==> src/rtl/stopwatch_pkg.sv <==
package stopwatch_pkg;

    localparam int DIGIT_W = 4;
    localparam logic [DIGIT_W-1:0] DIGIT_MAX = 4'd9;

    typedef enum logic [1:0] {
        PM_HOLD     = 2'b00,
        PM_DOWN     = 2'b01,
        PM_DOWN_ALT = 2'b10,
        PM_RELOAD   = 2'b11
    } presc_mode_e;

    typedef struct packed {
        logic        show_lap;
        logic        grab_lap;
        logic        clr_digits;
        logic        en_digits;
        presc_mode_e mode;
    } ctrl_t;

endpackage

==> src/rtl/tick_prescaler.sv <==
module tick_prescaler
    import stopwatch_pkg::*;
#(
    parameter int CNT_W  = 4,
    parameter int RELOAD = 9
) (
    input  logic        clk,
    input  logic        rst_n,
    input  presc_mode_e mode,
    output logic        tick
);

    localparam logic [CNT_W-1:0] RELOAD_V = CNT_W'(RELOAD);

    typedef struct packed {
        logic [CNT_W-1:0] cnt;
    } presc_state_t;

    presc_state_t st_d, st_q;

    always_comb begin
        st_d = st_q;
        unique case (mode)
            PM_HOLD: st_d.cnt = st_q.cnt;
            PM_DOWN, PM_DOWN_ALT: begin
                if (st_q.cnt == '0) begin
                    st_d.cnt = RELOAD_V;
                end else begin
                    st_d.cnt = st_q.cnt - CNT_W'(1);
                end
            end
            PM_RELOAD: st_d.cnt = RELOAD_V;
            default: st_d.cnt = st_q.cnt;
        endcase
    end

    always_ff @(posedge clk) begin
        if (!rst_n) begin
            st_q <= '0;
        end else begin
            st_q <= st_d;
        end
    end

    assign tick = (st_q.cnt == '0);

endmodule

==> src/rtl/bcd_counter_chain.sv <==
module bcd_counter_chain
    import stopwatch_pkg::*;
#(
    parameter int NDIGITS = 4
) (
    input  logic                         clk,
    input  logic                         rst_n,
    input  logic                         clr,
    input  logic                         en,
    output logic [NDIGITS*DIGIT_W-1:0]   value
);

    typedef struct packed {
        logic [NDIGITS-1:0][DIGIT_W-1:0] dig;
    } chain_state_t;

    chain_state_t st_d, st_q;
    logic [NDIGITS-1:0] adv;

    assign adv[0] = en;

    generate
        for (genvar g = 1; g < NDIGITS; g++) begin : g_carry
            assign adv[g] = adv[g-1] && (st_q.dig[g-1] == DIGIT_MAX);
        end
    endgenerate

    always_comb begin
        st_d = st_q;
        if (clr) begin
            st_d.dig = '0;
        end else begin
            for (int i = 0; i < NDIGITS; i++) begin
                if (adv[i]) begin
                    if (st_q.dig[i] == DIGIT_MAX) begin
                        st_d.dig[i] = '0;
                    end else begin
                        st_d.dig[i] = st_q.dig[i] + DIGIT_W'(1);
                    end
                end
            end
        end
    end

    always_ff @(posedge clk) begin
        if (!rst_n) begin
            st_q <= '0;
        end else begin
            st_q <= st_d;
        end
    end

    assign value = st_q.dig;

endmodule

==> src/rtl/lap_select.sv <==
module lap_select #(
    parameter int W = 16
) (
    input  logic         clk,
    input  logic         rst_n,
    input  logic         grab,
    input  logic         show_lap,
    input  logic [W-1:0] live,
    output logic [W-1:0] lap,
    output logic [W-1:0] shown
);

    typedef struct packed {
        logic [W-1:0] snap;
    } lap_state_t;

    lap_state_t st_d, st_q;

    always_comb begin
        st_d = st_q;
        if (grab) begin
            st_d.snap = live;
        end
    end

    always_ff @(posedge clk) begin
        if (!rst_n) begin
            st_q <= '0;
        end else begin
            st_q <= st_d;
        end
    end

    assign lap   = st_q.snap;
    assign shown = show_lap ? st_q.snap : live;

endmodule

==> src/rtl/stopwatch_datapath.sv <==
module stopwatch_datapath
    import stopwatch_pkg::*;
#(
    parameter int CLK_HZ  = 100_000_000,
    parameter int NDIGITS = 4
) (
    input  logic                       clk,
    input  logic                       rst_n,
    input  logic [5:0]                 ctrl,
    output logic                       tenth,
    output logic [NDIGITS*DIGIT_W-1:0] disp
);

    localparam int RELOAD = CLK_HZ / 10 - 1;
    localparam int CNT_W  = (RELOAD > 1) ? $clog2(RELOAD + 1) : 1;
    localparam int DISP_W = NDIGITS * DIGIT_W;

    ctrl_t cw;
    logic [DISP_W-1:0] live_w;
    logic [DISP_W-1:0] lap_w;

    assign cw = ctrl_t'(ctrl);

    tick_prescaler #(
        .CNT_W  (CNT_W),
        .RELOAD (RELOAD)
    ) u_presc (
        .clk   (clk),
        .rst_n (rst_n),
        .mode  (cw.mode),
        .tick  (tenth)
    );

    bcd_counter_chain #(
        .NDIGITS (NDIGITS)
    ) u_digits (
        .clk   (clk),
        .rst_n (rst_n),
        .clr   (cw.clr_digits),
        .en    (cw.en_digits),
        .value (live_w)
    );

    lap_select #(
        .W (DISP_W)
    ) u_lap (
        .clk      (clk),
        .rst_n    (rst_n),
        .grab     (cw.grab_lap),
        .show_lap (cw.show_lap),
        .live     (live_w),
        .lap      (lap_w),
        .shown    (disp)
    );

endmodule

==> config.mk <==
export PLATFORM = sky130hd
export DESIGN_NAME = stopwatch_datapath
export DESIGN_NICKNAME = d
export VERILOG_FILES = /design/src/rtl/stopwatch_pkg.sv /design/src/rtl/tick_prescaler.sv /design/src/rtl/bcd_counter_chain.sv /design/src/rtl/lap_select.sv /design/src/rtl/stopwatch_datapath.sv
export SDC_FILE = /design/constraint.sdc
export NUM_CORES = 1
export LEC_CHECK = 0
export BUFFER_PORTS_ARGS = -buffer_cell sky130_fd_sc_hd__buf_2
export CELL_PAD_IN_SITES_DETAIL_PLACEMENT = 0
export CELL_PAD_IN_SITES_GLOBAL_PLACEMENT = 2
export CORE_ASPECT_RATIO = 0.8
export CORE_MARGIN = 1
export CORE_UTILIZATION = 36
export CTS_CLUSTER_SIZE = 16
export DETAILED_ROUTE_END_ITERATION = 10
export PLACE_DENSITY = 0.76
export SLEW_MARGIN = 40
export SYNTH_ARGS = -nofsm -noshare
export SYNTH_HDL_FRONTEND = slang
export SYNTH_SLANG_ARGS = --single-unit
==> constraint.sdc <==
create_clock -name clk -period 2.3 [get_ports clk]
set_input_delay 0 -clock clk [delete_from_list [all_inputs] [get_ports clk]]
set_output_delay 0 -clock clk [all_outputs]
set_load 0.005 [all_outputs]
Yosys cells after proc, flatten, opt, wreduce, memory -nomap -nowiden --
Cells that the tools add are included. W data, S select, Z words.
Operators by class: add/sub/neg operators 5, bitwise operators 1, mux-type cells 7, equality and inequality tests 7, reductions and logical operators 7
Operator list (count):
- $pmux W24 S2 | 1
- $logic_not A24 Y1 | 1
- $mux W24 | 1
- $sub A24 B1 Y24 const B | 1
- $add A4 B1 Y4 const B | 4
- $eq A4 B4 Y1 const B | 4
- $mux W16 | 1
- $mux W4 | 4
- $eq A2 B2 Y1 const B | 2
- $reduce_or A2 Y1 | 2
- $logic_and A1 B1 Y1 | 3
- $eq A2 B1 Y1 const B | 1
- $logic_not A2 Y1 | 1
- $not A1 Y1 | 1
Storage, ports and cells: bits in registers 56, input bits 8, output and inout port bits 17, word-level logic and storage cells 33

Depth between registers and ports, before layout --
depth after elaboration 4, depth in mapped cells 7, gate-level depth less buffers 6

Cells and area by module --
A second synthesis with hierarchy kept.
Unflattened totals: cells, all modules 299, area total of the unflattened synthesis 2940.3 um^2
By module, submodules not included:
- tick_prescaler | cells each 137, area each 1244.9 um^2, sequential area each 480.5 um^2, times used 1
- lap_select | cells each 69, area each 864.6 um^2, sequential area each 320.3 um^2, times used 1
- bcd_counter_chain | cells each 93, area each 830.8 um^2, sequential area each 320.3 um^2, times used 1

Worst setup path after synthesis --
OpenSTA, ideal clock, no wires.
path type register to register, start point register u_presc.st_q[16] (netlist name), end point register u_presc.st_q[23] (netlist name), clock period less this slack 1.961 ns, path buffers 0, data required time 2.219 ns, arrival 1.880 ns, slack 0.339 ns, library setup time 0.081 ns, cell stages (with the launch flop) 5, cell sequence dfxtp_1 -> or4_4 -> or3_1 -> or4_1 -> a41oi_1
On the way: cells in the longest elaborated chain, start to end 3, elaborated cells between the ends (all ways) 4, classes of those cells add/sub: 1; mux: 2; reduce/logical: 1
RTL lines:
- from (decl) | RTL line tick_prescaler.sv:19 | presc_state_t st_d, st_q;
- from (signal assigned) | RTL line tick_prescaler.sv:41 | st_q <= st_d;
- $sub A24 B1 Y24 or $logic_not A24 Y1 (tied branches) | RTL line tick_prescaler.sv:29, tick_prescaler.sv:26
- $mux W24 (*) | RTL line tick_prescaler.sv:26 | if (st_q.cnt == '0) begin
- $pmux W24 S2 (*) | RTL line tick_prescaler.sv:23 | unique case (mode)
Mark *: on every way between the ends. The rest lies on a longest branch, timed or not. A chain may end at the register's enable or synchronous reset.

Final worst setup path --
Ends and elaborated chain as after synthesis.

==> results list <==
* Dominant delay contributor by cell family on the critical path: simple AND/OR/NAND/NOR gates
* Top_reg_cell synth: sky130_fd_sc_hd__dfxtp_1
* Via density: 5.32
* Post-route cell area: 0.00324 mm^2
* Sort of element at the end of the critical path: register
- On the worst path, the slowest cell contributes a delay of 560 ps.
- Fraction of registers with async set/reset: 0%
- The region available for standard cell placement spans 0.00753 mm^2.
* Number of cells traversed by the worst register-to-register path: 4
* Final hold violations: 0
- Setup violations remaining at the end of the flow were counted as 0.
- Each instance of the synthesized netlist takes up on average 8.80 um^2.
* Via count of the first global-routing pass: 2141
- Number of placed cells counting well taps: 445
- R2R Path Start: u_presc.st_q[16]
* Hold Path Class: input pin to register
- In this run the most critical hold path is launched from rst_n.
* Internal: 0.00150 W
- Switching power total: 0.000580 W
* TritonCTS clock tree: built
- Die Height: ~80 um
- In this run, post-CTS repair resized a total of 0 instances.
* RSZ-0062 raised after global routing: false
* Die Outline Area: 0.00830 mm^2
- Mapped Nets: roughly 340
* Post-CTS Hold Fix Bufs: 1
- Registers are responsible for 50.9% of the overall power.
* DRC marker count from the first detailed-route iteration: 132
* Antenna cells: 0
* Sequential fraction of the synthesis area: 39.2%
* Synthesis warning total: 0
- Of the total power, the share spent switching nets is 27.9%.
- For this run, the detailed router's first-pass iteration total came to 4.
* Clock network fraction of design power: 31.0%
- Number of antenna violations at the first check in global routing: 0
- Antenna-violating nets left: 0
* # Max-Cap Violations: 0
* Clock slew at the register clock pins of the worst setup and hold paths: approximately 100 ps
- Cell at the slowest stage of the critical path: sky130_fd_sc_hd__or4_4
* Average routed wire per standard cell: 14.5 um
- Total cell area at the placement stage: 0.00312 mm^2
- Post-layout util: between 40 and 50%
- After detailed routing, the number of remaining DRC violations is 0.
- Worst clock skew: 10.4 ps
* Clock root buffer master: sky130_fd_sc_hd__clkbuf_8
- For this design the top-level I/O count stands at 25.
- Counting both buffers and inverters, the worst setup path holds a total of 0.
- Achievable frequency: between 400 and 500 MHz
- Result of the run: completed
- Detailed routing inserted a total of 2417 vias.
* Arrival time at the worst endpoint: 2270 ps
- Main combinational cell family by area after synthesis: simple AND/OR/NAND/NOR gates
* First-pass GRT wire length: 10900 um
- Crit Path Category: register to register
* Largest buffer count on any clock path: 2
* Final weighted congestion in routability-driven placement: between 0.7 and 0.8
* Final critical-path share of the clock period: roughly 89%
* Ordered list of cells on the worst path: or4_4 -> or3_1 -> or4_1 -> a41oi_1
- Count of fill cells added during filler insertion: approximately 760
- Xor/xnor share of the synthesized area: ~3.7%
* Insertion delay of the later-clocked pin in the worst-skew pair: 310 ps
- CTS sink cnt: 56
- Final total negative setup slack: 0 ps
* Number of I/O port buffers: 24
- Compared with the post-synthesis result, the final layout area differs by 13.2%.
- Entering global routing, the biggest net connects 24 pins.
- Synthesized instance count: 325
- Adder and majority gate portion of the synthesized area: 0.875%
- After clock tree synthesis, the setup repair step added 0 buffers.
* Worst-path fanout max: 7
* Post-synthesis cell area: ~0.0029 mm^2
- Post-Synth Simple-Gate Area: 23.4%
* Total congestion overflow after global routing: 0
- The worst-case IR drop observed on VDD is approximately 0.00032 V.
- Detailed placement finished with a half-perimeter wire length of 4450 um.
* CTS Buf Count: 5
- The finished layout holds approximately 450 standard cells, fillers aside.
* Floorplan row count: 28
* Lkg Pwr: 1.22 nW
* Transition at the pin with the smallest max-transition slack: about 740 ps
- Number of stages on the worst hold path: 3
- Flop-to-flop setup slack: about 250 ps
- Area taken by flip-flops and latches: roughly 0.0011 mm^2
- Post-layout min period: 2050 ps
* Global router's overall resource usage: 17.1%
- Number of different library cells in the post-synthesis netlist: 48
- Measured along the x axis, the die boundary spans 102 um.
- Multi-input gate area: 0.00161 mm^2
- Post-synthesis compound-gate area fraction: 19.3%
- The initial utilization of the core area, before any placement, comes to 38.0%.
* Final Max Tran Viols: 0
* Crit start category: register
* Flip-flop and latch count after synthesis: between 50 and 60
* Power density normalized to cell area: between 600 and 700 mW/mm^2
- In the final design database the tool counted around 360 nets.
- The H-tree was split into 2 levels.
* Headroom to the max-slew limit: 50.8%
- Fraction of final layout cells sized beyond drive strength 1: between 15 and 20%
* Endpoint, Worst Hold: u_presc.st_q[1]
* Worst hold slack across all endpoints: ~110 ps
- Required time of the worst setup path: 2520 ps
- The share of total power dissipated in combinational logic is 18.0%.
- Sum of routed wire length over all layers: between 6000 and 7000 um
- Terminus of the critical flop-to-flop path: u_presc.st_q[23]
- After synthesis, the share of cell area in mux cells is 9.15%.
* Number of enable-type register cells in the synthesized netlist: 0
[power by group through the flow]
stage	clock, W	sequential (W)	combinational [W]
2_1_floorplan	0	0.00107	0.000266
3_3_place_gp	0	0.00108	0.000369
3_5_place_dp	0	0.00108	0.000369
4_1_cts	0.000674	0.00106	0.000374
5_1_grt	0.000713	0.00107	0.000415
6_report	0.000645	0.00106	0.000374
[final cells by class]
class	count	area share [%]
Timing Repair Buffer	37	6.80
Tap cell	105	4.06
Multi-Input combinational cell	236	49.8
Clock inverter	2	1.08
Inverter	12	1.39
Clock buffer	6	2.24
Sequential cell	56	34.6
[cells in the final DEF, fill, tap and decap left out, types with 2 or more instances in the layout]
cell                       count
sky130_fd_sc_hd__nand3_1       8
sky130_fd_sc_hd__mux2_2        9
sky130_fd_sc_hd__nor3b_1       2
sky130_fd_sc_hd__o31ai_1       7
sky130_fd_sc_hd__or3_1         8
sky130_fd_sc_hd__a21oi_1      12
sky130_fd_sc_hd__a211oi_1      2
sky130_fd_sc_hd__o2111a_1      8
sky130_fd_sc_hd__nand2b_1      4
sky130_fd_sc_hd__or3_2         2
sky130_fd_sc_hd__nand2_1      14
sky130_fd_sc_hd__a41oi_1       5
sky130_fd_sc_hd__or4_1         6
sky130_fd_sc_hd__xnor2_1       5
sky130_fd_sc_hd__nor3_1        7
sky130_fd_sc_hd__clkbuf_8      5
sky130_fd_sc_hd__inv_1        11
sky130_fd_sc_hd__dfxtp_1      56
sky130_fd_sc_hd__or2_2         4
sky130_fd_sc_hd__mux2i_1      16
sky130_fd_sc_hd__o21ai_0      21
sky130_fd_sc_hd__nand4b_1      2
sky130_fd_sc_hd__ha_1          2
sky130_fd_sc_hd__nand3b_1      4
sky130_fd_sc_hd__buf_2        24
sky130_fd_sc_hd__nor2_1       26
sky130_fd_sc_hd__xor2_1        7
sky130_fd_sc_hd__and4_1        3
sky130_fd_sc_hd__buf_4        12
sky130_fd_sc_hd__o31a_1        5
sky130_fd_sc_hd__and4b_1       2
sky130_fd_sc_hd__nor2b_1       5
sky130_fd_sc_hd__o21a_1        3
sky130_fd_sc_hd__nand4_1       7
sky130_fd_sc_hd__nor4_1        9
sky130_fd_sc_hd__a31oi_1       9
[metrics by stage]
step	total power (W)	setup slack, ps
2_1_floorplan	0.00133	339
3_3_place_gp	0.00145	280
3_5_place_dp	0.00145	275
4_1_cts	0.00211	254
5_1_grt	0.00219	177
6_report	0.00208	255
[routing by layer]
metal	GRT usage (%)	part of all wire [%]	vias to the layer above	wire (um)
li1	-	-	1266	-
met1	26.5	57	1111	3780
met2	23.4	38	35	2520
met3	3.23	3.4	5	225
met4	4.78	0.96	0	63
met5	0	0	-	0
[sequential cells by signal, summed over array words and instances, names as in the netlist]
name	flops
u_digits.value	16
u_lap.lap	16
u_presc.st_q	24
[cell usage after synthesis, drive strengths merged (8+ instances only)]
master	n	share of area, %
nor3	8	1.6
or3	10	2.3
a31oi	9	2.0
o21ai	21	3.7
mux2i	16	5.6
o2111a	8	3.2
clkbuf	19	2.5
nor4	9	2.0
nor2	26	3.4
a21oi	12	2.1
nand2	14	1.8
nand3	8	1.4
inv	11	1.4
dfxtp	56	39
mux2	9	3.5
[worst max-delay path by stage]
stage	start	endpoint	slack (ps)	depth (start not counted)
2_1_floorplan	u_presc.st_q[16]	u_presc.st_q[23]	340	4
3_5_place_dp	u_presc.st_q[16]	u_presc.st_q[23]	270	4
6_report	u_presc.st_q[16]	u_presc.st_q[23]	250	4
3_3_place_gp	u_presc.st_q[16]	u_presc.st_q[23]	280	4
5_1_grt	u_presc.st_q[16]	tenth	180	6
4_1_cts	u_presc.st_q[16]	u_presc.st_q[23]	250	4
[cell families (layout without fill, tap and decap cells)]
kind of cell / Yosys count / count (layout)
muxes: 25 / 25
buffers and inverters: 33 / 57
adders and majority gates: 2 / 2
xor gates and xnor gates: 12 / 12
AOI/OAI and AO/OA: 79 / 79
and+or+nand+nor: 118 / 118
DFF: 56 / 56
[worst min-delay path, cell delays in order]
cell and delay (ps):
sky130_fd_sc_hd__buf_2 220, sky130_fd_sc_hd__o31ai_1 110, sky130_fd_sc_hd__nor3_1 40
No activity file was read; power rests on OpenSTA's default activity.
